==> config.mk <==
export PLATFORM = sky130hd
export DESIGN_NAME = arith_flag_unit
export DESIGN_NICKNAME = d
export VERILOG_FILES = /design/src/rtl/arith_pkg.sv /design/src/rtl/arith_rst_sync.sv /design/src/rtl/arith_addsub.sv /design/src/rtl/arith_flag_eval.sv /design/src/rtl/arith_flag_unit.sv
export SDC_FILE = /design/constraint.sdc
export NUM_CORES = 1
export LEC_CHECK = 0
export ABC_AREA = 1
export BUFFER_PORTS_ARGS = -buffer_cell sky130_fd_sc_hd__clkbuf_2
export CAP_MARGIN = 20
export CORE_ASPECT_RATIO = 1.5
export CORE_MARGIN = 1
export CORE_UTILIZATION = 48
export CTS_CLUSTER_SIZE = 16
export DETAILED_ROUTE_END_ITERATION = 10
export HOLD_SLACK_MARGIN = 0.05
export PLACE_DENSITY = 0.88
export SYNTH_ARGS = -nofsm -noshare
export SYNTH_HDL_FRONTEND = slang
export SYNTH_SLANG_ARGS = --single-unit
==> constraint.sdc <==
create_clock -name clk -period 1.15 [get_ports clk]
set_input_delay 0.23 -clock clk [delete_from_list [all_inputs] [get_ports clk]]
set_output_delay 0.23 -clock clk [all_outputs]
set_load 0.05 [all_outputs]
==> src/rtl/arith_pkg.sv <==
`timescale 1ns/1ps
package arith_pkg;

  typedef enum logic [1:0] {
    OP_ADD = 2'b00,
    OP_SUB = 2'b01,
    OP_CMP = 2'b10,
    OP_NEG = 2'b11
  } arith_op_e;

  typedef struct packed {
    logic n;
    logic z;
    logic c;
    logic v;
  } nzcv_t;

  localparam int FLAG_COUNT = 4;

endpackage

==> src/rtl/arith_rst_sync.sv <==
`timescale 1ns/1ps
module arith_rst_sync #(
  parameter int STAGES = 2
) (
  input  logic clk,
  input  logic rst_n,
  output logic rst_sync_n
);

  logic [STAGES-1:0] chain_q;

  always_ff @(posedge clk or negedge rst_n) begin
    if (!rst_n) chain_q <= '0;
    else        chain_q <= {chain_q[STAGES-2:0], 1'b1};
  end

  assign rst_sync_n = chain_q[STAGES-1];

endmodule

==> src/rtl/arith_addsub.sv <==
`timescale 1ns/1ps
module arith_addsub
  import arith_pkg::*;
#(
  parameter int WIDTH = 32
) (
  input  arith_op_e        op,
  input  logic [WIDTH-1:0] opa,
  input  logic [WIDTH-1:0] opb,
  output logic [WIDTH-1:0] sum,
  output logic             carry,
  output logic             is_sub,
  output logic             lhs_msb,
  output logic             rhs_msb
);

  localparam int XW = WIDTH + 1;

  logic [WIDTH-1:0] lhs;
  logic [WIDTH-1:0] rhs;
  logic [WIDTH-1:0] rhs_eff;
  logic [XW-1:0]    wide;

  // Negate is folded into subtract as 0 - a.
  always_comb begin
    lhs    = opa;
    rhs    = opb;
    is_sub = 1'b1;
    unique case (op)
      OP_ADD: is_sub = 1'b0;
      OP_SUB: ;
      OP_CMP: ;
      OP_NEG: begin
        lhs = '0;
        rhs = opa;
      end
      default: ;
    endcase
  end

  assign rhs_eff = is_sub ? ~rhs : rhs;
  assign wide    = {1'b0, lhs} + {1'b0, rhs_eff} + {{WIDTH{1'b0}}, is_sub};
  assign sum     = wide[WIDTH-1:0];
  assign carry   = wide[XW-1];
  assign lhs_msb = lhs[WIDTH-1];
  assign rhs_msb = rhs[WIDTH-1];

endmodule

==> src/rtl/arith_flag_eval.sv <==
`timescale 1ns/1ps
module arith_flag_eval
  import arith_pkg::*;
#(
  parameter int WIDTH = 32
) (
  input  logic [WIDTH-1:0] sum,
  input  logic             carry,
  input  logic             is_sub,
  input  logic             lhs_msb,
  input  logic             rhs_msb,
  output nzcv_t            flags
);

  logic res_msb;
  logic sign_flip;
  logic same_sign;

  assign res_msb   = sum[WIDTH-1];
  assign sign_flip = res_msb ^ lhs_msb;
  assign same_sign = ~(lhs_msb ^ rhs_msb);

  always_comb begin
    flags.n = res_msb;
    flags.z = ~|sum;
    flags.c = carry;
    flags.v = sign_flip & (is_sub ? ~same_sign : same_sign);
  end

endmodule

==> src/rtl/arith_flag_unit.sv <==
`timescale 1ns/1ps
module arith_flag_unit
  import arith_pkg::*;
#(
  parameter int WIDTH       = 32,
  parameter int SYNC_STAGES = 2
) (
  input  logic             clk,
  input  logic             rst_n,
  input  logic             in_valid,
  input  logic [1:0]       in_op,
  input  logic             in_setf,
  input  logic [WIDTH-1:0] in_a,
  input  logic [WIDTH-1:0] in_b,
  output logic [WIDTH-1:0] out_result,
  output logic             out_wr_en,
  output logic [WIDTH-1:0] out_status
);

  localparam int PAD_W = WIDTH - FLAG_COUNT;
  localparam int BIT_N = WIDTH - 1;
  localparam int BIT_Z = WIDTH - 2;
  localparam int BIT_C = WIDTH - 3;
  localparam int BIT_V = WIDTH - 4;

  logic             rst_sync_n;
  arith_op_e        op;
  logic [WIDTH-1:0] sum;
  logic             carry;
  logic             is_sub;
  logic             lhs_msb;
  logic             rhs_msb;
  nzcv_t            flags_new;

  logic [WIDTH-1:0] result_d, result_q;
  logic             wr_d, wr_q;
  nzcv_t            flags_d, flags_q;
  logic             load_flags;
  logic             load_result;

  assign op = arith_op_e'(in_op);

  arith_rst_sync #(.STAGES(SYNC_STAGES)) u_rst_sync (
    .clk        (clk),
    .rst_n      (rst_n),
    .rst_sync_n (rst_sync_n)
  );

  arith_addsub #(.WIDTH(WIDTH)) u_addsub (
    .op      (op),
    .opa     (in_a),
    .opb     (in_b),
    .sum     (sum),
    .carry   (carry),
    .is_sub  (is_sub),
    .lhs_msb (lhs_msb),
    .rhs_msb (rhs_msb)
  );

  arith_flag_eval #(.WIDTH(WIDTH)) u_flag_eval (
    .sum     (sum),
    .carry   (carry),
    .is_sub  (is_sub),
    .lhs_msb (lhs_msb),
    .rhs_msb (rhs_msb),
    .flags   (flags_new)
  );

  // Next-state logic
  always_comb begin
    load_flags  = in_valid & (in_setf | (op == OP_CMP));
    load_result = in_valid & (op != OP_CMP);
    result_d    = load_result ? sum : result_q;
    wr_d        = load_result;
    flags_d     = load_flags ? flags_new : flags_q;
  end

  // State registers
  always_ff @(posedge clk or negedge rst_sync_n) begin
    if (!rst_sync_n) begin
      result_q <= '0;
      wr_q     <= 1'b0;
      flags_q  <= '0;
    end else begin
      result_q <= result_d;
      wr_q     <= wr_d;
      flags_q  <= flags_d;
    end
  end

  assign out_result = result_q;
  assign out_wr_en  = wr_q;
  assign out_status = {flags_q, {PAD_W{1'b0}}};

  // compare never raises the write enable
  p_cmp_no_write_r7: assert property (@(posedge clk) disable iff (!rst_sync_n)
    (in_valid && in_op == OP_CMP) |=> !out_wr_en);

  // compare always refreshes Z as operand equality
  p_cmp_zero_eq_r7: assert property (@(posedge clk) disable iff (!rst_sync_n)
    (in_valid && in_op == OP_CMP) |=> (out_status[BIT_Z] == ($past(in_a) == $past(in_b))));

  // flags stay put when no update is requested
  p_flags_hold_r6: assert property (@(posedge clk) disable iff (!rst_sync_n)
    !(in_valid && (in_setf || in_op == OP_CMP)) |=> $stable(out_status));

  // write enable follows a valid non-compare operation
  p_wr_follow_r10: assert property (@(posedge clk) disable iff (!rst_sync_n)
    (in_valid && in_op != OP_CMP) |=> out_wr_en);

  // no write without a strobe
  p_no_wr_idle_r10: assert property (@(posedge clk) disable iff (!rst_sync_n)
    !in_valid |=> !out_wr_en);

  // N and Z track the written result
  p_nz_match_r3: assert property (@(posedge clk) disable iff (!rst_sync_n)
    (in_valid && in_setf && in_op != OP_CMP) |=>
      (out_status[BIT_N] == out_result[WIDTH-1] && out_status[BIT_Z] == (out_result == '0)));

  // subtract carry means no borrow
  p_sub_carry_r2: assert property (@(posedge clk) disable iff (!rst_sync_n)
    (in_valid && in_setf && in_op == OP_SUB) |=> (out_status[BIT_C] == ($past(in_a) >= $past(in_b))));

  // add overflow only for like-signed operands whose sum flips sign
  p_add_ovf_r4: assert property (@(posedge clk) disable iff (!rst_sync_n)
    (in_valid && in_setf && in_op == OP_ADD && in_a[WIDTH-1] == in_b[WIDTH-1]) |=>
      (out_status[BIT_V] == (out_result[WIDTH-1] != $past(in_a[WIDTH-1]))));

  // unlike-signed add never overflows
  p_add_no_ovf_r4: assert property (@(posedge clk) disable iff (!rst_sync_n)
    (in_valid && in_setf && in_op == OP_ADD && in_a[WIDTH-1] != in_b[WIDTH-1]) |=> !out_status[BIT_V]);

endmodule

==> metrics.txt, run 1 <==
status=stopped before the end; terminating stage of the flow=global routing (5_1_grt); error that stopped the run=[ERROR GRT-0116] Global routing finished with congestion. Check the congestion regions in the DRC Viewer.; Tot GR Track Use=62.98%; pre-CTS setup slack=-1.864 ns; effective utilization at floorplan=49.48%; deepest level of the CTS H-tree=2; IO buf count=106; fraction of synthesized cell area taken by the top area cell type=21.19%; main combinational cell family by area after synthesis=simple AND/OR/NAND/NOR gates; Cell Rows=43; number of enable-type register cells in the synthesized netlist=0; half-perimeter wire length after detailed placement=12.49 mm; flip-flop and latch count after synthesis=39; most frequently used cell type in the post-synthesis netlist=sky130_fd_sc_hd__nand2_1; root buffer cell=sky130_fd_sc_hd__clkbuf_16; Ys Warns=0; number of CTS-inserted buffers=5; synth top area cells=sky130_fd_sc_hd__dfrtp_1 (21%), sky130_fd_sc_hd__nand2_1 (15%), sky130_fd_sc_hd__ha_1 (8.4%); proportion of synthesized chip area in sequential cells=21.19%; width of the chip=81.98 um; number of standard cells after synthesis=752; most numerous cell types in the synthesized netlist=sky130_fd_sc_hd__nand2_1 (180), sky130_fd_sc_hd__inv_1 (100), sky130_fd_sc_hd__nor2_1 (96), sky130_fd_sc_hd__a21oi_1 (41), sky130_fd_sc_hd__a31oi_1 (40); vias in the first global route=8206; RePlAce Congestion=0.9879; Die Height=122.0 um; Area after DPL=6485 um2; buffer depth of the longest clock path=2; Mapped Area=4606 um2; maximum number of pins on one net before global-route repair=41; share of synthesized area spent on multiplexers=0%; largest area contributor in the synthesized netlist=sky130_fd_sc_hd__dfrtp_1; wire length of the first global-routing pass=46.27 mm; compound-cell area share of the yosys netlist=19.70%; adder-cell area share of the yosys netlist=8.856%; Primary FF master, synth=sky130_fd_sc_hd__dfrtp_1; async set or reset register ratio after synthesis=100.0%; Syn Area/Cell=6.125 um2; number of I/O pins=135; CTS sink count=39; Synth cell types=35; Synth Area in Simple Gates=32.60%; overall overflow remaining after global route=4; xor-xnor portion of the synthesized cell area=2.635%
[stage by stage]
step | TNS (ns) | hold WS (ns) | std cells
2_1_floorplan | -30.05 | -0.06559 | 779
3_3_place_gp | -49.20 | 0.01460 | 1105
4_1_cts | -40.62 | 0.2527 | 1146
3_5_place_dp | -51.81 | 0.02292 | 1105
[layer usage]
metal	GRT overflow	global-route usage, %
met1	0	65.41
met3	0	37.15
met4	1	62.17
met2	3	83.16
met5	0	12.78
[kinds of logic after synthesis]
kind of cell	after synthesis
AND/OR/NAND/NOR	353
AO/OA/AOI/OAI	159
buffers and inverters	154
flip-flops	39
adder cells (fa/ha/maj)	32
XOR/XNOR	13
other	2
[timing repair]
| item | in CTS |
|---|---|
| endpoints found under the setup margin | 61 |
| pin swaps | 119 |
| resized for setup | 270 |
| hold endpoints to repair | 2 |
| setup buffers | 30 |
| hold buffers | 1 |
| gates cloned | 3 |
==> run 2, diff against run 1 <==
--- a/config.mk
+++ b/config.mk
@@ -8,13 +8,10 @@
 export ABC_AREA = 1
 export BUFFER_PORTS_ARGS = -buffer_cell sky130_fd_sc_hd__clkbuf_2
 export CAP_MARGIN = 20
-export CORE_ASPECT_RATIO = 1.5
 export CORE_MARGIN = 1
-export CORE_UTILIZATION = 48
-export CTS_CLUSTER_SIZE = 16
+export CORE_UTILIZATION = 40
 export DETAILED_ROUTE_END_ITERATION = 10
-export HOLD_SLACK_MARGIN = 0.05
-export PLACE_DENSITY = 0.88
+export PLACE_DENSITY_LB_ADDON = 0.15
 export SYNTH_ARGS = -nofsm -noshare
 export SYNTH_HDL_FRONTEND = slang
 export SYNTH_SLANG_ARGS = --single-unit
==> constraint.sdc (replaced) <==
create_clock -name clk -period 1.5 [get_ports clk]
set_input_delay 0.3 -clock clk [delete_from_list [all_inputs] [get_ports clk]]
set_output_delay 0.3 -clock clk [all_outputs]
set_load 0.05 [all_outputs]
==> metrics.txt, run 2 <==
status=finished, violations left; failing checks=setup timing; Primary FF master, synth=sky130_fd_sc_hd__dfrtp_1; post-layout util=72.13%; power share of the clock group=15.0%; data required time at the worst endpoint=1.72 ns; CTS sink count=39; Mapped Area=4606 um2; share of total power in combinational logic=67.4%; width of the chip=109.3 um; RePlAce Congestion=0.8605; number of placed cells counting well taps=1138; DRT Pass-1 Iters=5; Worst EP arrival=2.93 ns; number of flip-flops under the largest register name=32; maximum number of pins on one net before global-route repair=41; critical-path cell with the highest stage delay=sky130_fd_sc_hd__fa_2; overall overflow remaining after global route=0; area overhead of the layout relative to synthesis=72.75%; setup repair after global routing missed its margin=yes; Hold Violations, Final=0; drt total wl=15.99 mm; number of nets in the layout=1145; wire length of the first global-routing pass=24.12 mm; compound-cell area share of the yosys netlist=19.70%; clock tree from TritonCTS=yes; area of the multi-input gates=3956 um2; IO buf count=106; worst stage delay on the critical path=0.54 ns; commonest non-fill, non-tap cell in the layout=sky130_fd_sc_hd__buf_4; root buffer cell=sky130_fd_sc_hd__clkbuf_16; buffer depth of the longest clock path=2; vias per cell=4.979; Max Cap Viol=0; worst supply voltage drop on vdd=1.304 mV; CP endpoint kind=register; async set or reset register ratio after synthesis=100.0%; static leakage=4.170 nW; share of post-route cells with drive strength above 1=50.86%; pre-CTS setup slack=-1.635 ns; commonest non-fill, non-tap cells in the layout=sky130_fd_sc_hd__buf_4 (179), sky130_fd_sc_hd__nand2_1 (134), sky130_fd_sc_hd__clkbuf_2 (104), sky130_fd_sc_hd__inv_1 (90), sky130_fd_sc_hd__nor2_1 (66); Syn Area/Cell=6.125 um2; nature of the critical path startpoint=input pin; internal power of the cells=4.338 mW; final worst-path setup slack=-1.210 ns; most frequently used cell type in the post-synthesis netlist=sky130_fd_sc_hd__nand2_1; Synth Area in Simple Gates=32.60%; Worst Path Class, Setup=in2reg; worst clock skew=0.002315 ns; worst-path fanout max=9; share of synthesized area spent on multiplexers=0%; Worst path most repeated cell=sky130_fd_sc_hd__nand2_1; number of I/O pins=135; number of CTS-inserted buffers=5; number of DRC markers after the initial detailed-route iteration=326; power consumption=8.190 mW; Die Height=109.3 um; number of design rule violations left after detail routing=0; Filler Cell Count=947; class of the tightest hold or removal check=reg2async; Design Area, Final=7956 um2; adder-cell area share of the yosys netlist=8.856%; Avg WL per Cell=13.51 um; largest area contributor in the synthesized netlist=sky130_fd_sc_hd__dfrtp_1; effective utilization at floorplan=41.75%; net switching power=3.853 mW; deepest level of the CTS H-tree=2; proportion of synthesized chip area in sequential cells=21.19%; fmax=369.0 MHz; Max Transition Viols Final=0; endpoints failing setup=35; setup slack, reg-to-reg=0.76 ns; vias in the first global route=5255; sequential cell area=975.9 um2; routed vias=5895; most numerous cell types in the synthesized netlist=sky130_fd_sc_hd__nand2_1 (180), sky130_fd_sc_hd__inv_1 (100), sky130_fd_sc_hd__nor2_1 (96), sky130_fd_sc_hd__a21oi_1 (41), sky130_fd_sc_hd__a31oi_1 (40); Floorplan Core Area=11030 um2; fraction of synthesized cell area taken by the top area cell type=21.19%; number of enable-type register cells in the synthesized netlist=0; power per cell area=1029 nW/um2; number of routed nets with antenna violations=0; Switching Fraction=47.04%; shortest clock period the worst path allows after layout=2.710 ns; flip-flop and latch count after synthesis=39; final clock period utilization by the worst path=180.7%; sequential share of power=17.6%; Cell Rows=38; critical-path cell list=clkbuf_16 -> nor2_4 -> inv_4 -> buf_12 -> o211ai_1 -> o21a_1 -> inv_2 -> fa_2 -> nand3_2 -> nor2_1 -> nand2_1 -> nor2_2 -> nand3_2 -> nor3_2 -> nand2_1 -> nor2_1 -> nand4_1 -> nor2_2 -> nand3_1 -> nand2_1; xor-xnor portion of the synthesized cell area=2.635%; Die Area=11950 um2; main combinational cell family by area after synthesis=simple AND/OR/NAND/NOR gates; CTS clk-pin slew, worst paths=0.06 ns; n_diodes=0; Area after DPL=6556 um2; Layout Cells excl Fill=1184; Tot GR Track Use=25.46%; antenna violations before repair=0; number of standard cells after synthesis=752; half-perimeter wire length after detailed placement=12.00 mm; Synth cell types=35; synth top area cells=sky130_fd_sc_hd__dfrtp_1 (21%), sky130_fd_sc_hd__nand2_1 (15%), sky130_fd_sc_hd__ha_1 (8.4%); clock latency on the worst-skew pair=0.28 ns; Ys Warns=0
run 2: kinds of logic after synthesis:
logic type,Yosys count
other cells,2
xor+xnor,13
buf+inv,154
simple gates,353
compound gates,159
flops,39
fa+ha+maj,32
run 2: worst paths after layout:
kind                            depth (start not counted)                         endpoint                             from
max in group asynchronous                               1       out_result[23]$_DFFE_PN0P_  u_rst_sync.chain_q[1]$_DFF_PN0_
worst min-delay path                                    1        out_result[6]$_DFFE_PN0P_  u_rst_sync.chain_q[1]$_DFF_PN0_
min in group clk                                        0  u_rst_sync.chain_q[1]$_DFF_PN0_  u_rst_sync.chain_q[0]$_DFF_PN0_
worst min register to register                          1        out_result[6]$_DFFE_PN0P_  u_rst_sync.chain_q[1]$_DFF_PN0_
worst max register to register                          2        out_result[4]$_DFFE_PN0P_        out_result[4]$_DFFE_PN0P_
worst max-delay path                                   20       out_status[30]$_DFFE_PN0P_                         in_op[1]
run 2: repair_timing:
item                                    4_1_cts  5_1_grt
pin swaps                                    32       61
gates resized for setup                      93      126
endpoints found under the setup margin       35       35
buffers inserted                             19       14
cloned                                        1        3
hold buffers                                  1        0
hold endpoints to repair                      2        0
run 2: metrics by stage:
stage / hold slack (ns) / TNS, ns
3_3_place_gp: 0.08619 / -40.88
4_1_cts: 0.3014 / -28.73
6_report: 0.2777 / -31.05
2_1_floorplan: 0.004409 / -20.25
3_5_place_dp: 0.08859 / -42.72
5_1_grt: 0.3482 / -35.05
run 2: worst max-delay path: cells and delay by family:
family          cells  cell delay, ns
buf+inv             4            0.41
compound gates      2            0.28
fa+ha+maj           1            0.54
simple gates       13            1.37
run 2: power by group through the flow:
| stage | registers (mW) | logic (mW) | clock network, mW |
|---|---|---|---|
| 4_1_cts | 1.44 | 4.95 | 1.25 |
| 5_1_grt | 1.47 | 5.93 | 1.30 |
| 2_1_floorplan | 2.33 | 1.96 | 0 |
| 3_3_place_gp | 1.44 | 4.49 | 0 |
| 6_report | 1.44 | 5.52 | 1.23 |
| 3_5_place_dp | 1.46 | 4.53 | 0 |
run 2: layout make-up:
type                       instances  area share (%)
inverter                         104           4.969
sequential                        39           12.27
tap                              140           2.202
timing repair buffer             307           28.65
multi-input combinational        586           49.72
clock inverter                     2          0.4403
clock buffer                       6           1.746
run 2: layer usage:
metal / part of all wire, % / track usage, % / up-vias
li1: - / - / 2999
met1: 48 / 35.93 / 2717
met2: 47 / 42.54 / 165
met3: 3.6 / 1.423 / 14
met4: 1.4 / 5.905 / 0
met5: 0 / 0 / -
Note: power is estimated with default switching activity, not from simulation.
